### config.mk
export PLATFORM = sky130hd
export DESIGN_NAME = i2c_txn_engine
export DESIGN_NICKNAME = d
export VERILOG_FILES = /design/src/rtl/i2c_txn_pkg.sv /design/src/rtl/i2c_qtr_tick.sv /design/src/rtl/i2c_word_buf.sv /design/src/rtl/i2c_bit_seq.sv /design/src/rtl/i2c_txn_engine.sv
export SDC_FILE = /design/constraint.sdc
export NUM_CORES = 1
export LEC_CHECK = 0
export BUFFER_PORTS_ARGS = -buffer_cell sky130_fd_sc_hd__buf_2
export CORE_AREA = 4 4 204 157
export DETAILED_ROUTE_END_ITERATION = 8
export DIE_AREA = 0 0 208 161
export GPL_TIMING_DRIVEN = 1
export PLACE_DENSITY = 0.59
export SYNTH_ARGS = -nofsm -noshare
export SYNTH_HDL_FRONTEND = slang
export SYNTH_SLANG_ARGS = --single-unit
### constraint.sdc
create_clock -name clk -period 3.7 [get_ports clk]
set_clock_uncertainty 0.2 [all_clocks]
set_input_delay 0.37 -clock clk [delete_from_list [all_inputs] [get_ports clk]]
set_output_delay 0.37 -clock clk [all_outputs]
set_load 0.1 [all_outputs]
### src/rtl/i2c_txn_pkg.sv
package i2c_txn_pkg;
  localparam int DEV_W  = 7;
  localparam int REGA_W = 24;

  // CTRL field positions (also decoded by software)
  localparam int C_GO      = 0;
  localparam int C_FAIL    = 1;
  localparam int C_DIR     = 2;
  localparam int C_RW_LSB  = 4;
  localparam int C_SPD_LSB = 8;
  localparam int C_LEN_LSB = 16;
  localparam int C_DEV_LSB = 24;

  typedef enum logic [2:0] {
    S_IDLE, S_START, S_RSTART, S_BIT, S_STOP
  } seq_state_t;

  typedef enum logic [2:0] {
    G_DEVW, G_REG, G_DEVR, G_WDAT, G_RDAT
  } stage_t;
endpackage

### src/rtl/i2c_qtr_tick.sv
module i2c_qtr_tick #(
  parameter int STD_QTR  = 500,
  parameter int FAST_QTR = 125
) (
  input  logic clk,
  input  logic rst,
  input  logic run,
  input  logic fast,
  output logic tick
);
  localparam int MAXQ = (STD_QTR > FAST_QTR) ? STD_QTR : FAST_QTR;
  localparam int CW   = $clog2(MAXQ + 1);

  logic [CW-1:0] cnt;
  logic [CW-1:0] lim;

  assign lim = fast ? CW'(FAST_QTR - 1) : CW'(STD_QTR - 1);

  always_ff @(posedge clk) begin
    if (rst || !run) begin
      cnt  <= '0;
      tick <= 1'b0;
    end else if (cnt == lim) begin
      cnt  <= '0;
      tick <= 1'b1;
    end else begin
      cnt  <= cnt + 1'b1;
      tick <= 1'b0;
    end
  end

  generate
    if (STD_QTR > 1 && FAST_QTR > 1) begin : g_chk
      // quarter ticks are single-cycle strobes, spaced by the selected period
      assert_tick_strobe_R10: assert property (@(posedge clk) disable iff (rst)
        tick |=> !tick);
    end
  endgenerate
endmodule

### src/rtl/i2c_word_buf.sv
module i2c_word_buf #(
  parameter int BYTES = 16
) (
  input  logic                            clk,
  input  logic                            we,
  input  logic [$clog2(BYTES/4)-1:0]      waddr,
  input  logic [3:0]                      be,
  input  logic [31:0]                     wdata,
  input  logic [$clog2(BYTES/4)-1:0]      raddr,
  output logic [31:0]                     rword,
  input  logic [$clog2(BYTES)-1:0]        byte_idx,
  output logic [7:0]                      rbyte
);
  localparam int WORDS = BYTES / 4;
  localparam int IW    = $clog2(BYTES);

  logic [31:0] mem [WORDS];
  logic [31:0] bword;

  // single write port with byte enables, so the array maps onto RAM
  always_ff @(posedge clk) begin
    for (int b = 0; b < 4; b++) begin
      if (we && be[b]) mem[waddr][8*b +: 8] <= wdata[8*b +: 8];
    end
  end

  assign rword = mem[raddr];
  assign bword = mem[byte_idx[IW-1:2]];
  assign rbyte = bword[{byte_idx[1:0], 3'b000} +: 8];
endmodule

### src/rtl/i2c_bit_seq.sv
module i2c_bit_seq
  import i2c_txn_pkg::*;
#(
  parameter int LEN_W = 4
) (
  input  logic              clk,
  input  logic              rst,
  input  logic              start,
  input  logic              tick,
  input  logic [DEV_W-1:0]  dev,
  input  logic [1:0]        regw,
  input  logic [REGA_W-1:0] rega,
  input  logic              dir_wr,
  input  logic [LEN_W-1:0]  len_m1,
  input  logic [7:0]        tx_byte,
  input  logic              sda_in,
  output logic [LEN_W-1:0]  byte_idx,
  output logic              rx_we,
  output logic [7:0]        rx_data,
  output logic              scl_lo,
  output logic              sda_lo,
  output logic              done,
  output logic              nack,
  output logic              active
);
  seq_state_t      state;
  stage_t          stage;
  logic [1:0]      q;
  logic [3:0]      bitn;
  logic [7:0]      sh;
  logic [1:0]      regk;
  logic [LEN_W-1:0] idx;
  logic            ack_bad;
  logic [1:0]      rsel;
  logic [7:0]      cur_byte;

  assign active   = (state != S_IDLE);
  assign byte_idx = idx;
  assign rsel     = regw - 2'd1 - regk;

  always_comb begin
    case (stage)
      G_DEVW:  cur_byte = {dev, 1'b0};
      G_DEVR:  cur_byte = {dev, 1'b1};
      G_REG:   cur_byte = rega[{rsel, 3'b000} +: 8];
      G_WDAT:  cur_byte = tx_byte;
      default: cur_byte = 8'hFF;
    endcase
  end

  always_ff @(posedge clk) begin
    if (rst) begin
      state   <= S_IDLE;
      stage   <= G_DEVW;
      q       <= '0;
      bitn    <= '0;
      sh      <= '0;
      regk    <= '0;
      idx     <= '0;
      ack_bad <= 1'b0;
      rx_data <= '0;
      rx_we   <= 1'b0;
      scl_lo  <= 1'b0;
      sda_lo  <= 1'b0;
      done    <= 1'b0;
      nack    <= 1'b0;
    end else begin
      done  <= 1'b0;
      rx_we <= 1'b0;
      if (state == S_IDLE) begin
        if (start) begin
          state <= S_START;
          q     <= '0;
          bitn  <= '0;
          regk  <= '0;
          idx   <= '0;
          nack  <= 1'b0;
        end
      end else if (tick) begin
        q <= q + 2'd1;
        case (state)
          S_START: begin
            case (q)
              2'd1: sda_lo <= 1'b1;
              2'd2: scl_lo <= 1'b1;
              2'd3: begin
                state <= S_BIT;
                bitn  <= '0;
                stage <= (dir_wr || regw != 2'd0) ? G_DEVW : G_DEVR;
              end
              default: ;
            endcase
          end
          S_RSTART: begin
            case (q)
              2'd0: sda_lo <= 1'b0;
              2'd1: scl_lo <= 1'b0;
              2'd2: sda_lo <= 1'b1;
              default: begin
                scl_lo <= 1'b1;
                state  <= S_BIT;
                bitn   <= '0;
                stage  <= G_DEVR;
              end
            endcase
          end
          S_STOP: begin
            case (q)
              2'd0: sda_lo <= 1'b1;
              2'd1: scl_lo <= 1'b0;
              2'd2: sda_lo <= 1'b0;
              default: begin
                state <= S_IDLE;
                done  <= 1'b1;
              end
            endcase
          end
          S_BIT: begin
            case (q)
              2'd0: begin
                if (bitn == 4'd0) begin
                  sda_lo <= !cur_byte[7];
                  sh     <= {cur_byte[6:0], 1'b0};
                end else if (bitn < 4'd8) begin
                  sda_lo <= !sh[7];
                  sh     <= {sh[6:0], 1'b0};
                end else begin
                  // acknowledge slot: master acks received bytes but the last
                  sda_lo <= (stage == G_RDAT) && (idx != len_m1);
                end
              end
              2'd1: scl_lo <= 1'b0;
              2'd2: begin
                if (bitn < 4'd8) rx_data <= {rx_data[6:0], sda_in};
                else             ack_bad <= sda_in;
              end
              default: begin
                scl_lo <= 1'b1;
                if (bitn < 4'd8) begin
                  bitn <= bitn + 4'd1;
                  if (stage == G_RDAT && bitn == 4'd7) rx_we <= 1'b1;
                end else begin
                  bitn <= '0;
                  if (stage != G_RDAT && ack_bad) begin
                    nack  <= 1'b1;
                    state <= S_STOP;
                  end else begin
                    case (stage)
                      G_DEVW: begin
                        if (regw != 2'd0) begin
                          stage <= G_REG;
                          regk  <= '0;
                        end else begin
                          stage <= G_WDAT;
                          idx   <= '0;
                        end
                      end
                      G_REG: begin
                        if (regk == regw - 2'd1) begin
                          if (dir_wr) begin
                            stage <= G_WDAT;
                            idx   <= '0;
                          end else begin
                            state <= S_RSTART;
                          end
                        end else begin
                          regk <= regk + 2'd1;
                        end
                      end
                      G_DEVR: begin
                        stage <= G_RDAT;
                        idx   <= '0;
                      end
                      default: begin
                        if (idx == len_m1) state <= S_STOP;
                        else               idx   <= idx + 1'b1;
                      end
                    endcase
                  end
                end
              end
            endcase
          end
          default: ;
        endcase
      end
    end
  end

  // SDA moves under a high SCL only inside start, repeated-start and stop
  assert_sda_under_scl_R11: assert property (@(posedge clk) disable iff (rst)
    (sda_lo != $past(sda_lo)) && !$past(scl_lo) && !scl_lo
      |-> ($past(state) == S_START || $past(state) == S_RSTART || $past(state) == S_STOP));

  // a refused byte that the master sent leads straight to the stop condition
  assert_nack_to_stop_R8: assert property (@(posedge clk) disable iff (rst)
    (state == S_BIT && tick && q == 2'd3 && bitn == 4'd8 && stage != G_RDAT && ack_bad)
      |=> (state == S_STOP));
endmodule

### src/rtl/i2c_txn_engine.sv
module i2c_txn_engine
  import i2c_txn_pkg::*;
#(
  parameter int STD_QTR   = 500,
  parameter int FAST_QTR  = 125,
  parameter int BUF_BYTES = 16
) (
  input  logic        clk,
  input  logic        rst,
  input  logic        reg_we,
  input  logic [2:0]  reg_addr,
  input  logic [31:0] reg_wdata,
  output logic [31:0] reg_rdata,
  output logic        scl_oe,
  output logic        sda_oe,
  input  logic        sda_in
);
  localparam int WORDS = BUF_BYTES / 4;
  localparam int WA_W  = $clog2(WORDS);
  localparam int LEN_W = $clog2(BUF_BYTES);

  logic [DEV_W-1:0]  dev_r;
  logic [1:0]        regw_r;
  logic [1:0]        spd_r;
  logic [LEN_W-1:0]  len_r;
  logic              dir_r;
  logic [REGA_W-1:0] rega_r;
  logic              busy_r;
  logic              fail_r;
  logic              go_pulse;

  logic              tick;
  logic              seq_active;
  logic              seq_done;
  logic              seq_nack;
  logic              rx_we;
  logic [7:0]        rx_data;
  logic [LEN_W-1:0]  eng_idx;
  logic [7:0]        eng_byte;
  logic [31:0]       sw_word;

  logic              bw_we;
  logic [WA_W-1:0]   bw_addr;
  logic [3:0]        bw_be;
  logic [31:0]       bw_data;
  logic              sw_buf_we;
  logic [31:0]       ctrl_rd;
  logic              unused_wbits;

  assign unused_wbits = ^reg_wdata;
  assign sw_buf_we    = reg_we && !busy_r && reg_addr[2];

  // register file: all writes are ignored while a transaction runs
  always_ff @(posedge clk) begin
    if (rst) begin
      dev_r    <= '0;
      regw_r   <= '0;
      spd_r    <= '0;
      len_r    <= '0;
      dir_r    <= 1'b0;
      rega_r   <= '0;
      busy_r   <= 1'b0;
      fail_r   <= 1'b0;
      go_pulse <= 1'b0;
    end else begin
      go_pulse <= 1'b0;
      if (busy_r) begin
        if (seq_done) begin
          busy_r <= 1'b0;
          fail_r <= seq_nack;
        end
      end else if (reg_we) begin
        if (reg_addr == 3'd0) begin
          dev_r  <= reg_wdata[C_DEV_LSB +: DEV_W];
          regw_r <= reg_wdata[C_RW_LSB +: 2];
          spd_r  <= reg_wdata[C_SPD_LSB +: 2];
          len_r  <= reg_wdata[C_LEN_LSB +: LEN_W];
          dir_r  <= reg_wdata[C_DIR];
          if (reg_wdata[C_GO]) begin
            busy_r   <= 1'b1;
            fail_r   <= 1'b0;
            go_pulse <= 1'b1;
          end
        end else if (reg_addr == 3'd1) begin
          rega_r <= reg_wdata[REGA_W-1:0];
        end
      end
    end
  end

  always_comb begin
    ctrl_rd = '0;
    ctrl_rd[C_GO]                  = busy_r;
    ctrl_rd[C_FAIL]                = fail_r;
    ctrl_rd[C_DIR]                 = dir_r;
    ctrl_rd[C_RW_LSB +: 2]         = regw_r;
    ctrl_rd[C_SPD_LSB +: 2]        = spd_r;
    ctrl_rd[C_LEN_LSB +: LEN_W]    = len_r;
    ctrl_rd[C_DEV_LSB +: DEV_W]    = dev_r;
  end

  always_ff @(posedge clk) begin
    if (rst) begin
      reg_rdata <= '0;
    end else if (reg_addr[2]) begin
      reg_rdata <= sw_word;
    end else if (reg_addr == 3'd0) begin
      reg_rdata <= ctrl_rd;
    end else if (reg_addr == 3'd1) begin
      reg_rdata <= {{(32-REGA_W){1'b0}}, rega_r};
    end else begin
      reg_rdata <= '0;
    end
  end

  // buffer write port: engine owns it while busy, software while idle
  always_comb begin
    if (rx_we) begin
      bw_we   = 1'b1;
      bw_addr = eng_idx[LEN_W-1:2];
      bw_be   = 4'b0001 << eng_idx[1:0];
      bw_data = {4{rx_data}};
    end else begin
      bw_we   = sw_buf_we;
      bw_addr = reg_addr[WA_W-1:0];
      bw_be   = 4'b1111;
      bw_data = reg_wdata;
    end
  end

  i2c_word_buf #(.BYTES(BUF_BYTES)) i_buf (
    .clk      (clk),
    .we       (bw_we),
    .waddr    (bw_addr),
    .be       (bw_be),
    .wdata    (bw_data),
    .raddr    (reg_addr[WA_W-1:0]),
    .rword    (sw_word),
    .byte_idx (eng_idx),
    .rbyte    (eng_byte)
  );

  i2c_qtr_tick #(.STD_QTR(STD_QTR), .FAST_QTR(FAST_QTR)) i_tick (
    .clk  (clk),
    .rst  (rst),
    .run  (seq_active),
    .fast (spd_r == 2'd1),
    .tick (tick)
  );

  i2c_bit_seq #(.LEN_W(LEN_W)) i_seq (
    .clk      (clk),
    .rst      (rst),
    .start    (go_pulse),
    .tick     (tick),
    .dev      (dev_r),
    .regw     (regw_r),
    .rega     (rega_r),
    .dir_wr   (dir_r),
    .len_m1   (len_r),
    .tx_byte  (eng_byte),
    .sda_in   (sda_in),
    .byte_idx (eng_idx),
    .rx_we    (rx_we),
    .rx_data  (rx_data),
    .scl_lo   (scl_oe),
    .sda_lo   (sda_oe),
    .done     (seq_done),
    .nack     (seq_nack),
    .active   (seq_active)
  );

  // busy holds from the go write until the sequencer reports completion
  assert_busy_holds_R3: assert property (@(posedge clk) disable iff (rst)
    busy_r && !seq_done |=> busy_r);

  // fail only rises as a transaction completes
  assert_fail_at_done_R9: assert property (@(posedge clk) disable iff (rst)
    $rose(fail_r) |-> $past(seq_done));

  // received bytes are stored only during a running transaction
  assert_rx_store_busy_R6: assert property (@(posedge clk) disable iff (rst)
    rx_we |-> busy_r);
endmodule

==> results_dict.tcl <==
set metrics [dict create \
    min_path_type "input pin to flop" \
    cts-buffers-inserted 27 \
    ir_drop_mv 0.330 \
    critical_path_class "flop to flop" \
    grt_max_degree 55 \
    synth.avg_cell_area_um2 11.8 \
    routedWlPerCell_um 22.6 \
    internal_power_mw 4.73 \
    synthAdderAreaFrac_pct 1.37 \
    power.switching_mw 1.49 \
    synth_xor_xnor_area_share_pct 1.15 \
    dp_slack_ps 924 \
    die_y_um 161 \
    final_cell_mix "128 x edfxtp_1, 125 x dfxtp_1, 94 x nor2_1" \
    grt_antenna_before_repair 1 \
    clkSinkCount 254 \
    cts-root-buf "clkbuf_16" \
    synth_edf_count 128 \
    postRouteAntennaNets 0 \
    final_layout_size_suffix_gt1_share_pct 21.2 \
    synth-seq-area-share_pct 53.7 \
    postCtsHoldBufs 32 \
    rsz0062_at_grt "no" \
    first_pass_iters 6 \
    timing.rr.start "i_seq.state[0]" \
    slew_headroom_pct 27.0 \
    hold-worst-slack_ps 156 \
    fin_setup_tns_ps 0 \
    fin_nets 1150 \
    core-area_um2 29900 \
    tightest_slew_ps 1100 \
    cts_tree "done" \
    synth_cells 1003 \
    period_share_pct 76.9 \
    ys_seq_elements 254 \
    synthFlopType "edfxtp_1" \
    startpoint "i_seq.state[0]" \
    grt_pass1_vias 8476 \
    hold_viol 0 \
    drt-initial-drc-count 816 \
    io_pins 73 \
    p_clk_share_pct 43.9 \
    drc 0 \
    syn-num-nets 1055 \
    status "finished clean" \
    async_flop_share_pct 0 \
    synth.area.mux_share_pct 16.7 \
    r2r_cells 5 \
    grt_pass1_wl_mm 52.5 \
    start_kind "flop" \
    combPwrFrac_pct 7.3 \
    post_cts_buffers 0 \
    synth_compound_area_share_pct 10.8 \
    worstHoldPathCells 3 \
    cts.clk_slew.worst_paths_ps 60 \
    vias 8666 \
    overflow 0 \
    via_per_inst 5.71 \
    area_growth_syn_to_layout_pct 16.5 \
    initial_core_util_pct 39.7 \
    cts_resized 0 \
    placed_cells 1436 \
    final_common_cell "edfxtp_1" \
    r2r_slack_ps 860 \
    clockBufferDepth 3 \
    p_seq_share_pct 48.9 \
    port-buffer-count 72 \
    finalSetupViolations 0 \
    synth_top_family_by_area "multiplexers" \
    final_util_pct 46.3 \
    power.density_nw_per_um2 450 \
    fin_crit_ps 2840 \
    yosysWarningCount 0 \
    worst_setup_path_end_kind "flop" \
    setup_ws_ps 855 \
    p_leak_nw 4.85 \
    die-area_um2 33500 \
    cp.required_ps 3890 \
    die-width_um 208 \
    max_freq_mhz 352 \
    wl_mm 34.3 \
    synth-simple-area-share_pct 11.6 \
    slew_viol_final 0 \
    rows 55 \
    critPathMaxFanout 18 \
    clk_latency_ps 540 \
    swShare_pct 23.9 \
    layout.cells.non_filler 1519 \
    crit_arrival_ps 3030 \
    netlist_area_um2 11900 \
    synth_cell_types 67 \
    drv_cap 0 \
    grtUsageTotal_pct 20.0 \
    htreeDepth 1 \
    hp-start "reg_addr[2]" \
    place_congestion 0.907 \
    dp_hpwl_mm 24.6 \
]
## final timing paths
kind                                     end
worst max-delay path             i_seq.sh[4]
worst min-delay path            reg_rdata[0]
worst max register to register   i_seq.sh[4]
worst min register to register    rega_r[15]
## cell type report
class	count	area [um2]
multi-input cells	631	4960
diodes	1	2.50
repair buffers	133	901
well taps	399	499
clock buffers	29	693
clock inverters	21	204
inverters	51	191
fillers	2755	16000
flip-flops and latches	254	6370
## cell families (layout without fill, tap and decap cells)
group	count (synthesis)	in the layout
AO/OA/AOI/OAI	196	196
flip-flops	254	254
adder cells (fa/ha/maj)	13	13
buffers and inverters	118	234
XOR/XNOR	14	14
other	0	1
AND/OR/NAND/NOR	289	289
multiplexers	119	119
## through the flow
step	total power [mW]	instance area (um2)
detailed placement	3.52	12600
global route	6.42	13800
global placement	3.52	12600
finish	6.21	13800
floorplan	3.39	11900
CTS	6.27	13800
## cells in the mapped netlist (all sizes together), types with 3 or more instances
cell type / number / share of area, %
a2111oi: 8 / 0.59
a211oi: 4 / 0.25
a21oi: 47 / 2.0
a221o: 5 / 0.42
a221oi: 4 / 0.30
a22o: 20 / 1.5
a22oi: 14 / 0.89
a311oi: 10 / 0.74
a31oi: 9 / 0.47
and2: 4 / 0.21
and3: 15 / 0.80
and3b: 4 / 0.30
buf: 20 / 1.0
clkbuf: 47 / 2.0
dfxtp: 126 / 21
edfxtp: 128 / 32
ha: 13 / 1.4
inv: 50 / 1.6
mux2: 15 / 1.4
mux2i: 42 / 3.5
mux4: 62 / 12
nand2: 87 / 2.8
nand2b: 7 / 0.37
nand3: 21 / 0.89
nor2: 94 / 3.0
nor2b: 7 / 0.37
nor3: 13 / 0.63
nor3b: 4 / 0.30
nor4: 5 / 0.26
o211ai: 3 / 0.19
o21ai: 54 / 2.3
o22ai: 3 / 0.16
or3: 10 / 0.53
or3b: 4 / 0.30
or4: 4 / 0.26
xnor2: 4 / 0.30
xor2: 9 / 0.66
## registers in the layout (all words and copies together) (netlist names), 3 cells and up, named ones only
| register | flops |
|---|---|
| i_buf.mem | 128 |
| reg_rdata | 32 |
| rega_r | 24 |
| i_tick.cnt | 9 |
| i_seq.rx_data | 8 |
| dev_r | 7 |
| i_seq.sh | 7 |
| i_seq.bitn | 4 |
| i_seq.byte_idx | 4 |
| len_r | 4 |
| i_seq.stage | 3 |
| i_seq.state | 3 |
## metal layers
metal	track usage, %	wire [um]	vias up
li1	-	-	3946
met1	30.5	15500	4275
met2	29.7	14800	396
met3	4.47	3310	49
met4	3.88	723	0
met5	0	0	-
## power groups by stage
| stage | combinational, mW | sequential (mW) | clock (mW) |
|---|---|---|---|
| finish | 0.452 | 3.04 | 2.72 |
| global route | 0.482 | 3.04 | 2.90 |
| CTS | 0.454 | 3.04 | 2.78 |
| detailed placement | 0.426 | 3.10 | 0 |
| global placement | 0.424 | 3.10 | 0 |
| floorplan | 0.187 | 3.20 | 0 |
## critical path, cell delays in order (launching register included)
cell,delay (ps)
dfxtp_1,680
and4bb_2,410
nand3_1,360
a221o_1,450
a2111oi_0,440
a311oi_1,160
Note: power is estimated with default switching activity, not from simulation.
